File: src/rtl/crr_pkg.sv
package crr_pkg;

   // Integer ceiling division used for register counts.
   function automatic int ceil_div(input int num, input int den);
      return (num + den - 1) / den;
   endfunction

   // Bit mask of the channels that share one extended register.
   function automatic logic [31:0] group_mask(input int grp, input int per_grp, input int n_ch);
      logic [31:0] m;
      m = '0;
      for (int c = 0; c < n_ch; c++) begin
         if ((c / per_grp) == grp) m[c] = 1'b1;
      end
      return m;
   endfunction

endpackage

File: src/rtl/crr_addr_dec.sv
module crr_addr_dec #(
   parameter int          ADDR_W   = 8,
   parameter int          NUM_CH   = 5,
   parameter int          NUM_EXT  = 2,
   parameter int unsigned MSB_BASE = 'h20,
   parameter int unsigned EXT_BASE = 'h76
) (
   input  logic                rd_en,
   input  logic [ADDR_W-1:0]   rd_addr,
   output logic [NUM_CH-1:0]   msb_hit,
   output logic [NUM_EXT-1:0]  ext_hit
);

   for (genvar c = 0; c < NUM_CH; c++) begin : g_msb
      assign msb_hit[c] = rd_en && (rd_addr == ADDR_W'(MSB_BASE + c));
   end

   for (genvar g = 0; g < NUM_EXT; g++) begin : g_ext
      assign ext_hit[g] = rd_en && (rd_addr == ADDR_W'(EXT_BASE + g));
   end

endmodule

File: src/rtl/crr_chan_slot.sv
module crr_chan_slot #(
   parameter int RES_W  = 10,
   parameter int DATA_W = 8,
   localparam int LSB_W = RES_W - DATA_W
) (
   input  logic              clk,
   input  logic              rst_n,
   input  logic              cv_hit,
   input  logic [RES_W-1:0]  cv_value,
   input  logic              freeze_start,
   input  logic              msb_read,
   input  logic              grp_hold,
   output logic [DATA_W-1:0] msb_q,
   output logic [LSB_W-1:0]  lsb_q,
   output logic              owe
);

   // newest conversion, doubles as the pending store while locked
   logic [RES_W-1:0] latest;
   logic [RES_W-1:0] nxt;
   logic             msb_hold;

   assign nxt      = cv_hit ? cv_value : latest;
   assign msb_hold = (owe && !msb_read) || freeze_start;

   always_ff @(posedge clk or negedge rst_n) begin
      if (!rst_n) begin
         latest <= '0;
         msb_q  <= '0;
         lsb_q  <= '0;
         owe    <= 1'b0;
      end else begin
         latest <= nxt;
         if (!msb_hold) msb_q <= nxt[RES_W-1 -: DATA_W];
         if (!grp_hold) lsb_q <= nxt[LSB_W-1:0];
         if (freeze_start)  owe <= 1'b1;
         else if (msb_read) owe <= 1'b0;
      end
   end

endmodule

File: src/rtl/crr_read_mux.sv
module crr_read_mux #(
   parameter int NUM_CH  = 5,
   parameter int NUM_EXT = 2,
   parameter int DATA_W  = 8,
   parameter int LSB_W   = 2
) (
   input  logic [NUM_CH*DATA_W-1:0] msb_flat,
   input  logic [NUM_CH*LSB_W-1:0]  lsb_flat,
   input  logic [NUM_CH-1:0]        msb_hit,
   input  logic [NUM_EXT-1:0]       ext_hit,
   output logic [DATA_W-1:0]        rd_next
);

   localparam int PAD_W = NUM_EXT*DATA_W - NUM_CH*LSB_W;

   logic [NUM_EXT*DATA_W-1:0] lsb_pad;

   if (PAD_W > 0) begin : g_pad
      assign lsb_pad = {{PAD_W{1'b0}}, lsb_flat};
   end else begin : g_nopad
      assign lsb_pad = lsb_flat;
   end

   always_comb begin
      rd_next = '0;
      for (int c = 0; c < NUM_CH; c++) begin
         if (msb_hit[c]) rd_next = rd_next | msb_flat[c*DATA_W +: DATA_W];
      end
      for (int g = 0; g < NUM_EXT; g++) begin
         if (ext_hit[g]) rd_next = rd_next | lsb_pad[g*DATA_W +: DATA_W];
      end
   end

endmodule

File: src/rtl/coherent_rdreg_bank.sv
module coherent_rdreg_bank #(
   parameter int          ADDR_W   = 8,
   parameter int          DATA_W   = 8,
   parameter int          RES_W    = 10,
   parameter int          NUM_CH   = 5,
   parameter int          CHAN_W   = 3,
   parameter int unsigned MSB_BASE = 'h20,
   parameter int unsigned EXT_BASE = 'h76
) (
   input  logic              clk,
   input  logic              rst_n,
   input  logic              rd_en,
   input  logic [ADDR_W-1:0] rd_addr,
   output logic [DATA_W-1:0] rd_data,
   input  logic              cv_valid,
   input  logic [CHAN_W-1:0] cv_chan,
   input  logic [RES_W-1:0]  cv_value
);

   localparam int LSB_W   = RES_W - DATA_W;
   localparam int PER_EXT = (LSB_W > 0) ? DATA_W / LSB_W : 1;
   localparam int NUM_EXT = crr_pkg::ceil_div(NUM_CH, PER_EXT);

   // elaboration-time parameter checks
   if (RES_W <= DATA_W) begin : g_bad_res
      $error("RES_W must exceed DATA_W");
   end
   if ((LSB_W > 0) && (DATA_W % LSB_W != 0)) begin : g_bad_pack
      $error("DATA_W must be a multiple of RES_W - DATA_W");
   end
   if ((1 << CHAN_W) < NUM_CH) begin : g_bad_chan
      $error("CHAN_W too narrow for NUM_CH");
   end
   if (NUM_CH > 32) begin : g_bad_nch
      $error("NUM_CH limited to 32");
   end
   if ((MSB_BASE + NUM_CH > EXT_BASE) && (EXT_BASE + NUM_EXT > MSB_BASE)) begin : g_bad_map
      $error("address windows overlap");
   end
   if ((MSB_BASE + NUM_CH > (1 << ADDR_W)) || (EXT_BASE + NUM_EXT > (1 << ADDR_W))) begin : g_bad_addr
      $error("address window exceeds ADDR_W");
   end

   logic [NUM_CH-1:0]        msb_hit;
   logic [NUM_EXT-1:0]       ext_hit;
   logic [NUM_CH-1:0]        owe;
   logic [NUM_EXT-1:0]       grp_hold;
   logic [NUM_CH*DATA_W-1:0] msb_flat;
   logic [NUM_CH*LSB_W-1:0]  lsb_flat;
   logic [DATA_W-1:0]        rd_next;

   crr_addr_dec #(
      .ADDR_W   (ADDR_W),
      .NUM_CH   (NUM_CH),
      .NUM_EXT  (NUM_EXT),
      .MSB_BASE (MSB_BASE),
      .EXT_BASE (EXT_BASE)
   ) u_dec (
      .rd_en   (rd_en),
      .rd_addr (rd_addr),
      .msb_hit (msb_hit),
      .ext_hit (ext_hit)
   );

   // a group stays held while any member is locked and not being released
   for (genvar g = 0; g < NUM_EXT; g++) begin : g_grp
      localparam logic [31:0] MASK = crr_pkg::group_mask(g, PER_EXT, NUM_CH);
      assign grp_hold[g] = ext_hit[g] || (|(owe & ~msb_hit & MASK[NUM_CH-1:0]));
   end

   for (genvar c = 0; c < NUM_CH; c++) begin : g_ch
      crr_chan_slot #(
         .RES_W  (RES_W),
         .DATA_W (DATA_W)
      ) u_slot (
         .clk          (clk),
         .rst_n        (rst_n),
         .cv_hit       (cv_valid && (cv_chan == CHAN_W'(c))),
         .cv_value     (cv_value),
         .freeze_start (ext_hit[c / PER_EXT]),
         .msb_read     (msb_hit[c]),
         .grp_hold     (grp_hold[c / PER_EXT]),
         .msb_q        (msb_flat[c*DATA_W +: DATA_W]),
         .lsb_q        (lsb_flat[c*LSB_W +: LSB_W]),
         .owe          (owe[c])
      );
   end

   crr_read_mux #(
      .NUM_CH  (NUM_CH),
      .NUM_EXT (NUM_EXT),
      .DATA_W  (DATA_W),
      .LSB_W   (LSB_W)
   ) u_mux (
      .msb_flat (msb_flat),
      .lsb_flat (lsb_flat),
      .msb_hit  (msb_hit),
      .ext_hit  (ext_hit),
      .rd_next  (rd_next)
   );

   always_ff @(posedge clk or negedge rst_n) begin
      if (!rst_n)     rd_data <= '0;
      else if (rd_en) rd_data <= rd_next;
   end

endmodule

File: config.mk
export PLATFORM = sky130hd
export DESIGN_NAME = coherent_rdreg_bank
export DESIGN_NICKNAME = d
export VERILOG_FILES = /design/src/rtl/crr_pkg.sv /design/src/rtl/crr_addr_dec.sv /design/src/rtl/crr_chan_slot.sv /design/src/rtl/crr_read_mux.sv /design/src/rtl/coherent_rdreg_bank.sv
export SDC_FILE = /design/constraint.sdc
export NUM_CORES = 1
export LEC_CHECK = 0
export ABC_CLOCK_PERIOD_IN_PS = 2160
export CAP_MARGIN = 20
export CELL_PAD_IN_SITES_DETAIL_PLACEMENT = 1
export CELL_PAD_IN_SITES_GLOBAL_PLACEMENT = 1
export CORE_UTILIZATION = 54
export CTS_CLUSTER_DIAMETER = 120
export DETAILED_ROUTE_END_ITERATION = 12
export HOLD_SLACK_MARGIN = 0.06
export PLACE_DENSITY = 0.91
export SLEW_MARGIN = 20
export SYNTH_ARGS = -nofsm -noshare
export SYNTH_HDL_FRONTEND = slang
export SYNTH_HIERARCHICAL = 1
export SYNTH_SLANG_ARGS = --single-unit
File: constraint.sdc
create_clock -name clk -period 2.16 [get_ports clk]
set_clock_uncertainty 0.05 [all_clocks]
set_input_delay 0.216 -clock clk [delete_from_list [all_inputs] [get_ports clk]]
set_output_delay 0.216 -clock clk [all_outputs]
set_load 0.1 [all_outputs]
# Word-level counts from Yosys, hierarchy flattened
# Index checks and enable logic that the tools add are counted.
[op_classes]
eq_ne = 11
n_mux = 22
bitwise = 8
n_reduce_logical = 36
[ops]
columns = ["op", "count"]
rows = [
  ["8-bit two-way mux", 7],
  ["10-bit two-way mux", 5],
  ["8-bit by 6-bit equality test with 1-bit output, second input constant", 5],
  ["8-bit OR", 5],
  ["1-bit logical AND", 17],
  ["8-bit by 7-bit equality test with 1-bit output, second input constant", 2],
  ["1-bit two-way mux", 10],
  ["2-bit nonzero test", 5],
  ["8-bit by 2-bit OR with 8-bit output", 1],
  ["1-bit logical OR", 7],
  ["3-bit by 2-bit equality test with 1-bit output, second input constant", 2],
  ["5-bit AND", 1],
  ["1-bit zero test", 5],
  ["5-bit NOT", 1],
  ["4-bit OR reduction", 1],
  ["3-bit by 1-bit equality test with 1-bit output, second input constant", 1],
  ["3-bit equality test, second input constant", 1],
  ["3-bit zero test", 1],
]
[word_totals]
register_bits = 113
input_bits = 25
out_inout_bits = 8
wordCells = 98

# Logic depth before layout (Yosys ltp)
# Gate-level depths: netlist (run 1).
[logic_depth]
depth_word = 15
mapped_depth = 6
depth_no_buf = 6

# Cells and area by module
# Netlist (run 1), hierarchy kept.
[by_module_without_submodules]
columns = ["module", "instances", "cells_each", "area_each_um2", "seq_area_each_um2"]
rows = [
  ["crr_chan_slot", 5, 45, 853.3, 525.5],
  ["coherent_rdreg_bank", 1, 32, 429.2, 200.2],
  ["crr_read_mux", 1, 38, 247.7, 0.0],
  ["crr_addr_dec", 1, 13, 111.4, 0.0],
]

# Worst setup path after synthesis (run 1)
# Ideal clock, no wire load.
[synth_timing]
path_kind = "input -> register"
start = "input rd_addr[3]"
end = "register g_ch[0].u_slot.lsb_q[0]"
setup_time_ps = 125
arrival_ps = 2075
required_ps = 1985
path_slack_ps = -90
cell_stages = 5
path_buffers = 0
cell_sequence = "nand3b_1 nor3_1 a21oi_1 nand2_1 mux2_2"
[synth_via]
elab_cells_between_ends = 14
classes_between = "5 x eq/ne; 2 x bitwise; 7 x reduce/logical"
[synth_lines]
columns = ["element", "line_no", "text"]
rows = [
  ["start, declared", "coherent_rdreg_bank.sv:13", "input logic [ADDR_W-1:0] rd_addr,"],
  ["8-bit by 7-bit equality test with 1-bit output", "crr_addr_dec.sv:19", "assign ext_hit[g] = rd_en && (rd_addr == ADDR_W'(EXT_BASE + g));"],
  ["1-bit logical AND", "crr_addr_dec.sv:19", ""],
  ["net ext_hit[0]", "coherent_rdreg_bank.sv:45", "logic [NUM_EXT-1:0] ext_hit;"],
  ["1-bit logical OR", "coherent_rdreg_bank.sv:68", "assign grp_hold[g] = ext_hit[g] || (|(owe & ~msb_hit & MASK[NUM_CH-1:0]));"],
  ["net grp_hold[0]", "coherent_rdreg_bank.sv:47", "logic [NUM_EXT-1:0] grp_hold;"],
  ["end signal, assigned", "crr_chan_slot.sv:35", "if (!grp_hold) lsb_q <= nxt[LSB_W-1:0];"],
  ["end, declared", "crr_chan_slot.sv:14", "output logic [LSB_W-1:0] lsb_q,"],
]
# The timed path passes the listed nets, and every way through them passes these cells.
# A chain may end at the register's enable or synchronous reset.

# Final worst setup path (run 1)
[layout_timing]
start = "input rd_addr[3]"
end = "register g_ch[3].u_slot.lsb_q[0]"
[layout_via]
elab_chain_len = 6
elab_cells_between_ends = 14
classes_between = "5 x eq/ne; 2 x bitwise; 7 x reduce/logical"
[layout_lines]
columns = ["element", "line_no", "text"]
rows = [
  ["8-bit by 6-bit equality test with 1-bit output", "crr_addr_dec.sv:15", "assign msb_hit[c] = rd_en && (rd_addr == ADDR_W'(MSB_BASE + c));"],
  ["1-bit logical AND", "crr_addr_dec.sv:15", ""],
  ["net msb_hit[3]", "coherent_rdreg_bank.sv:44", "logic [NUM_CH-1:0] msb_hit;"],
  ["5-bit NOT", "n/a", ""],
  ["5-bit AND", "n/a", ""],
  ["4-bit OR reduction", "coherent_rdreg_bank.sv:68", ""],
  ["1-bit logical OR", "coherent_rdreg_bank.sv:68", ""],
  ["net grp_hold[0]", "coherent_rdreg_bank.sv:47", ""],
  ["end signal, assigned", "crr_chan_slot.sv:35", ""],
  ["end, declared", "crr_chan_slot.sv:14", ""],
]
# The timed path passes the listed nets, and every way through them passes these cells.

==> results of run 1 <==
## Yosys cell counts
cell      count  area (µm²)
a21o_1        1        7.51
a21oi_1       1        5.00
a21oi_4       5        81.3
a222oi_1      3        30.0
a22oi_1      22         165
and4b_1       1        10.0
and4bb_2      2        25.0
buf_6         6        67.6
clkbuf_1      6        22.5
dfrtp_1     113        2830
inv_1        15        56.3
mux2_2       10         113
mux2_4       98        1470
nand2_1       3        11.3
nand2b_1      1        6.26
nand3_1       8        40.0
nand3b_1      1        7.51
nand4b_1      1        8.76
nor3_1        5        25.0
nor4_1        1        6.26
nor4_4        1        21.3
nor4b_1       1        8.76
nor4b_2       1        15.0
or3b_2        1        8.76
or4b_4        1        13.8
## worst max-delay path by stage
| stage | start | endpoint | slack [ns] | cells past startpoint |
|---|---|---|---|---|
| after detailed placement | rd_addr[4] | g_ch[3].u_slot/lsb_q[0]$_DFFE_PN0N_ | -0.64 | 8 |
| after global placement | rd_addr[4] | g_ch[0].u_slot/lsb_q[0]$_DFFE_PN0N_ | -0.46 | 8 |
| after CTS | rd_addr[7] | g_ch[1].u_slot/msb_q[6]$_DFFE_PN0N_ | 0.002 | 9 |
| after global routing | rd_addr[3] | g_ch[3].u_slot/lsb_q[0]$_DFFE_PN0N_ | 0.005 | 9 |
| final | rd_addr[3] | g_ch[3].u_slot/lsb_q[0]$_DFFE_PN0N_ | 0.1 | 9 |
| after floorplan | rd_addr[4] | g_ch[0].u_slot/lsb_q[0]$_DFFE_PN0N_ | 0.03 | 6 |
## registers in the layout (all words and copies together), names as in the netlist
register and cells:
g_ch.u_slot/msb_q 40, g_ch.u_slot/owe 5, g_ch.u_slot/latest 50, g_ch.u_slot/lsb_q 10, rd_data 8
## worst register-to-register path, delay by kind of cell, from the launching register on
kind,cells,cell delay [ns]
DFF,1,0.42
and+or+nand+nor,1,0.13
buffers and inverters,1,0.17
AOI/OAI and AO/OA,1,0.34
muxes,1,0.31
## stage by stage
step | TNS [ns] | power (mW)
after CTS | 0 | 6.65
after global routing | 0 | 6.87
final | 0 | 6.67
after global placement | -18.22 | 3.87
after floorplan | 0 | 3.58
after detailed placement | -23.96 | 4.02
## layer usage
layer	share of wire (%)	vias up	GRT usage, %
met5	0	-	0.513
met2	51	123	57.3
li1	-	1285	-
met4	3.3	0	14.1
met1	41	1654	42.1
met3	4.9	40	7.59
## cells by family (layout without fill, tap and decap cells)
group	count (synthesis)	in the layout	synth area share, %
AOI/OAI and AO/OA	32	32	5.72
buffers and inverters	27	122	2.90
DFF	113	113	55.9
muxes	108	108	31.3
and+or+nand+nor	28	28	4.11
## cell type report
type,instances,area (µm²)
Fill cell,752,2470
Timing Repair Buffer,75,742
Clock buffer,22,443
Inverter,15,56.3
Multi-Input combinational cell,168,2130
Sequential cell,113,2830
Clock inverter,10,87.6
Tap cell,108,135
## repair_timing
item                       CTS  global route
hold buffers                 2             0
setup endpoints to repair    8            24
setup buffers                1             1
cloned                       0             0
resized for setup            5             6
hold endpoints to repair   113             0
pin swaps                    5             5
## placed cells by master, fill, tap and decap left out, drive strengths merged
| cell | instances |
|---|---|
| dfrtp | 113 |
| mux2 | 108 |
| buf | 50 |
| a22oi | 22 |
| clkbuf | 22 |
| clkdlybuf4s50 | 18 |
| inv | 15 |
| nand3 | 8 |
| clkinv | 7 |
| a21oi | 6 |
| dlymetal6s2s | 5 |
| nor3 | 5 |
| nand2 | 3 |
| a222oi | 3 |
| and4bb | 2 |
| clkinvlp | 2 |
| dlygate4sd3 | 2 |
| nor4 | 2 |
| nor4b | 2 |
| and4b | 1 |
| a21o | 1 |
| bufinv | 1 |
| or3b | 1 |
| or4b | 1 |
| nand2b | 1 |
| nand3b | 1 |
| nand4b | 1 |
## report_power, final
group | internal (mW) | total (mW) | switching (mW)
clock network | 1.55 | 2.57 | 1.02
logic | 0.748 | 1.21 | 0.463
registers | 2.58 | 2.89 | 0.305
==> results.yml, run 1 <==
worst_setup_path:
  critPathLaunchType: "input port"
  path_buf_inv: 4
  worstPathRequired_ns: 2.52
  crit_slowest_cell: "or3b_4"
  r2r-start: "g_ch[0].u_slot/owe$_DFFE_PN0P_"
  critPathKind: "input port to flip-flop"
  reg2reg_to: "g_ch[3].u_slot/lsb_q[0]$_DFFE_PN0N_"
  worstPathCellList: "clkdlybuf4s50_1 > or3b_4 > nor3_2 > buf_4 > inv_1 > a222oi_1 > nand2_1 > buf_6 > mux2_4"
  critical_path.max_stage_delay_ns: 0.46
  r2r_setup_slack_ns: 0.61
  arrival_ns: 2.42
  reg2regPathDepth: 4
  critPathCaptureType: "flip-flop"
  cp_top_family: "simple AND/OR/NAND/NOR gates"
  cp_max_fo: 8
timing:
  finalCritPeriodShare_pct: 95.4
  setup_viol: 0
  max_slew_margin_pct: 70.5
  hold_ws_ns: 0.201
  worst_slew_pin_slew_ns: 0.443
  finalWorstSetupSlack_ns: 0.0983
  max_freq_mhz: 485
  min_period_ns: 2.06
  final-max-slew-violation-count: 0
  rsz0062_at_grt: "no"
  timing.final.hold_violations: 0
yosys:
  syn_inst: 308
  ys_ff_latch: 113
  synth_nets: 333
  ys_types: 25
  ys_warn_count: 6
  syn_area_per_cell_um2: 16.4
  syn_area_mm2: 0.00505
  ys_seq_area_share_pct: 55.9
final_layout:
  utilization_pct: 72.2
  nets: 415
  drive_gt1_share_pct: 50.1
  area_growth_pct: 27.1
  diodes: 0
  stdcell_count: 511
  design_area_mm2: 0.00642
die:
  rows: 34
  ios: 33
  die_y_um: 98.8
  start_util_pct: 56.9
  dieArea_mm2: 0.00975
  fp.coreArea_mm2: 0.00889
  fp.dieW_um: 98.8
drt:
  first_pass_iters: 4
  avgRoutedWirePerCell_um: 29.6
  drtAntennaViolNets: 0
  initialDrtViolationCount: 169
  post-route-drc-count: 0
  routed_wl_mm: 15.1
  via_count: 3102
  viasPerCell: 6.07
outcome:
  status: "complete, no violations"
clock_tree:
  cts.sinks: 113
  tritoncts: "built"
  htreeDepth: 4
  cts.clk_slew.worst_paths_ns: 0.06
  clk_latency_ns: 0.53
  root_buffer: "clkbuf_8"
  clockBufferDepth: 2
  cts_buffers: 17
job:
  max_cap_viol_count: 0
min_path:
  hp-class: "input port to async pin"
place:
  place_inst: 475
  hpwlAfterDp_mm: 9.11
  io_buffers: 32
  place.gp.congestion: 0.768
  pre_cts_ws_ns: -0.639
  postPlaceCellArea_mm2: 0.00581
power:
  leakage_nw: 3.11
  peakVddDrop_uv: 647
  powerDensity_mw_per_mm2: 1040
global_route:
  grt_pass1_vias: 3552
  grt_antenna_before_repair: 0
  grtUsageTotal_pct: 33.9
  grt_overflow: 0
  grt_pass1_wl_mm: 23.1
  grt_start_max_net_pins: 77
(Power assumes the default switching activity.)
==> run 2, diff against run 1 <==
--- a/config.mk
+++ b/config.mk
@@ -9,12 +9,12 @@
 export CAP_MARGIN = 20
 export CELL_PAD_IN_SITES_DETAIL_PLACEMENT = 1
 export CELL_PAD_IN_SITES_GLOBAL_PLACEMENT = 1
-export CORE_UTILIZATION = 54
+export CORE_UTILIZATION = 45
 export CTS_CLUSTER_DIAMETER = 120
 export DETAILED_ROUTE_END_ITERATION = 12
 export HOLD_SLACK_MARGIN = 0.06
-export PLACE_DENSITY = 0.91
-export SLEW_MARGIN = 20
+export PLACE_DENSITY = 0.79
+export SLEW_MARGIN = 10
 export SYNTH_ARGS = -nofsm -noshare
 export SYNTH_HDL_FRONTEND = slang
 export SYNTH_HIERARCHICAL = 1
==> run 2 against run 1 <==
Net effect:
- hold slack worse by 0.070 ns
- critical path depth decreased by 1
- cell area grew 0.72%
- power increased by 0.74%
- wire length decreased by 14%
- worst setup slack worse by 0.020 ns
- largest cell class unchanged
- largest power group unchanged
- highest routed layer unchanged
==> results.yml, run 2 (synthesis gave the netlist of run 1 again) <==
power:
  swShare_pct: 24.0
  leakage_nw: 3.10
  clockPowerShare_pct: 40.5
  powerDensity_mw_per_mm2: 1040
  p_sw_mw: 1.61
  p_total_mw: 6.72
  p_comb_share_pct: 17.2
  peakVddDrop_uv: 1010
  seqPwrFrac_pct: 42.2
  internal_power_mw: 5.10
worst_setup_path:
  r2r-start: "g_ch[0].u_slot/owe$_DFFE_PN0P_"
  cp_max_fo: 8
  critPathKind: "input port to flip-flop"
  arrival_ns: 2.44
  worstPathRequired_ns: 2.51
  critical_path.max_stage_delay_ns: 0.45
  crit_slowest_cell: "or3b_4"
  worstPathCellList: "clkdlybuf4s50_1 > or3b_4 > nor4b_4 > inv_1 > a222oi_1 > nand2_1 > buf_6 > mux2_4"
  path_depth: 8
  cp_top_family: "simple AND/OR/NAND/NOR gates"
  critPathLaunchType: "input port"
  r2r_setup_slack_ns: 0.63
  path_buf_inv: 3
  critPathCaptureType: "flip-flop"
  reg2regPathDepth: 4
  reg2reg_to: "g_ch[3].u_slot/lsb_q[0]$_DFFE_PN0N_"
global_route:
  grt_start_max_net_pins: 62
  grt_pass1_vias: 3428
  grtUsageTotal_pct: 25.2
  grt_overflow: 0
  grt_pass1_wl_mm: 20.7
  grt_antenna_before_repair: 0
timing:
  timing.final.hold_violations: 0
  final-max-slew-violation-count: 0
  max_freq_mhz: 480
  hold_ws_ns: 0.131
  finalCritPeriodShare_pct: 96.4
  max_slew_margin_pct: 71.1
  worst_slew_pin_slew_ns: 0.434
  setup_viol: 0
  min_period_ns: 2.08
  tns_ns: 0
  rsz0062_at_grt: "no"
drt:
  viasPerCell: 5.46
  initialDrtViolationCount: 160
  drtAntennaViolNets: 0
  first_pass_iters: 5
  via_count: 2940
  post-route-drc-count: 0
  avgRoutedWirePerCell_um: 24.2
  routed_wl_mm: 13.0
job:
  max_cap_viol_count: 0
final_layout:
  utilization_pct: 59.4
  design_area_mm2: 0.00647
  mostFrequentLayoutCells: "113 x dfrtp_1, 99 x mux2_4, 37 x buf_4"
  final_common_cell: "dfrtp_1"
  top_regs: "g_ch.u_slot/latest x50, g_ch.u_slot/msb_q x40, g_ch.u_slot/lsb_q x10"
  largest_register: "g_ch.u_slot/latest"
  nets: 411
  largest_reg_flops: 50
  drive_gt1_share_pct: 49.5
  area_growth_pct: 28.0
  diodes: 0
clock_tree:
  tritoncts: "built"
  htreeDepth: 4
  root_buffer: "clkbuf_8"
  clockBufferDepth: 2
  cts.sinks: 113
  clk_latency_ns: 0.52
  cts_buffers: 17
  cts.clk_slew.worst_paths_ns: 0.06
die:
  start_util_pct: 46.4
  die_y_um: 108
  fp.coreArea_mm2: 0.0109
  fp.dieW_um: 108
  dieArea_mm2: 0.0117
  rows: 38
  ios: 33
place:
  io_buffers: 32
  place.gp.congestion: 0.748
  postPlaceCellArea_mm2: 0.00585
  hpwlAfterDp_mm: 8.12
min_path:
  hp-class: "input port to async pin"
outcome:
  status: "complete, no violations"
[run 2: final cells by class]
type,instances,area (µm²)
Fill cell,989,4420
Sequential cell,113,2830
Multi-Input combinational cell,168,2130
Timing Repair Buffer,71,711
Clock buffer,26,498
Tap cell,140,175
Clock inverter,5,75.1
Inverter,15,56.3
[run 2: worst max-delay path by stage]
stage	startpoint	endpoint
after floorplan	rd_addr[4]	g_ch[0].u_slot/lsb_q[0]$_DFFE_PN0N_
after CTS	rd_addr[4]	g_ch[3].u_slot/lsb_q[0]$_DFFE_PN0N_
after global placement	rd_en	g_ch[0].u_slot/lsb_q[0]$_DFFE_PN0N_
after global routing	rd_addr[3]	g_ch[3].u_slot/lsb_q[0]$_DFFE_PN0N_
after detailed placement	rd_en	g_ch[3].u_slot/lsb_q[0]$_DFFE_PN0N_
final	rd_addr[3]	g_ch[3].u_slot/lsb_q[0]$_DFFE_PN0N_
[run 2: per-layer routing]
| metal | routed length, µm | vias up | global-route usage (%) | part of all wire, % |
|---|---|---|---|---|
| met3 | 660 | 20 | 6.99 | 5.1 |
| met2 | 6610 | 72 | 41.4 | 51 |
| met5 | 0 | - | 0 | 0 |
| met4 | 240 | 0 | 9.39 | 1.8 |
| met1 | 5510 | 1571 | 31.9 | 42 |
| li1 | - | 1277 | - | - |
[run 2: what timing repair did]
item	in CTS	in global routing
pin swaps	4	4
hold buffers	1	0
gates resized for setup	8	2
hold endpoints to repair	113	0
setup endpoints to repair	16	15
setup buffers	1	0
[run 2: power groups by stage]
stage | sequential, mW | clock (mW) | combinational, mW
3_5_place_dp | 2.84 | 0 | 1.13
3_3_place_gp | 2.81 | 0 | 1.06
2_1_floorplan | 2.76 | 0 | 0.812
5_1_grt | 2.88 | 2.85 | 1.24
6_report | 2.84 | 2.72 | 1.16
4_1_cts | 2.83 | 2.77 | 1.16
[run 2: stage by stage]
stage | setup slack, ns | instances
final | 0.0785 | 538
after global routing | 0.0228 | 538
after CTS | 0.0118 | 538
after detailed placement | -0.633 | 505
after global placement | -0.480 | 505
after floorplan | 0.0274 | 308
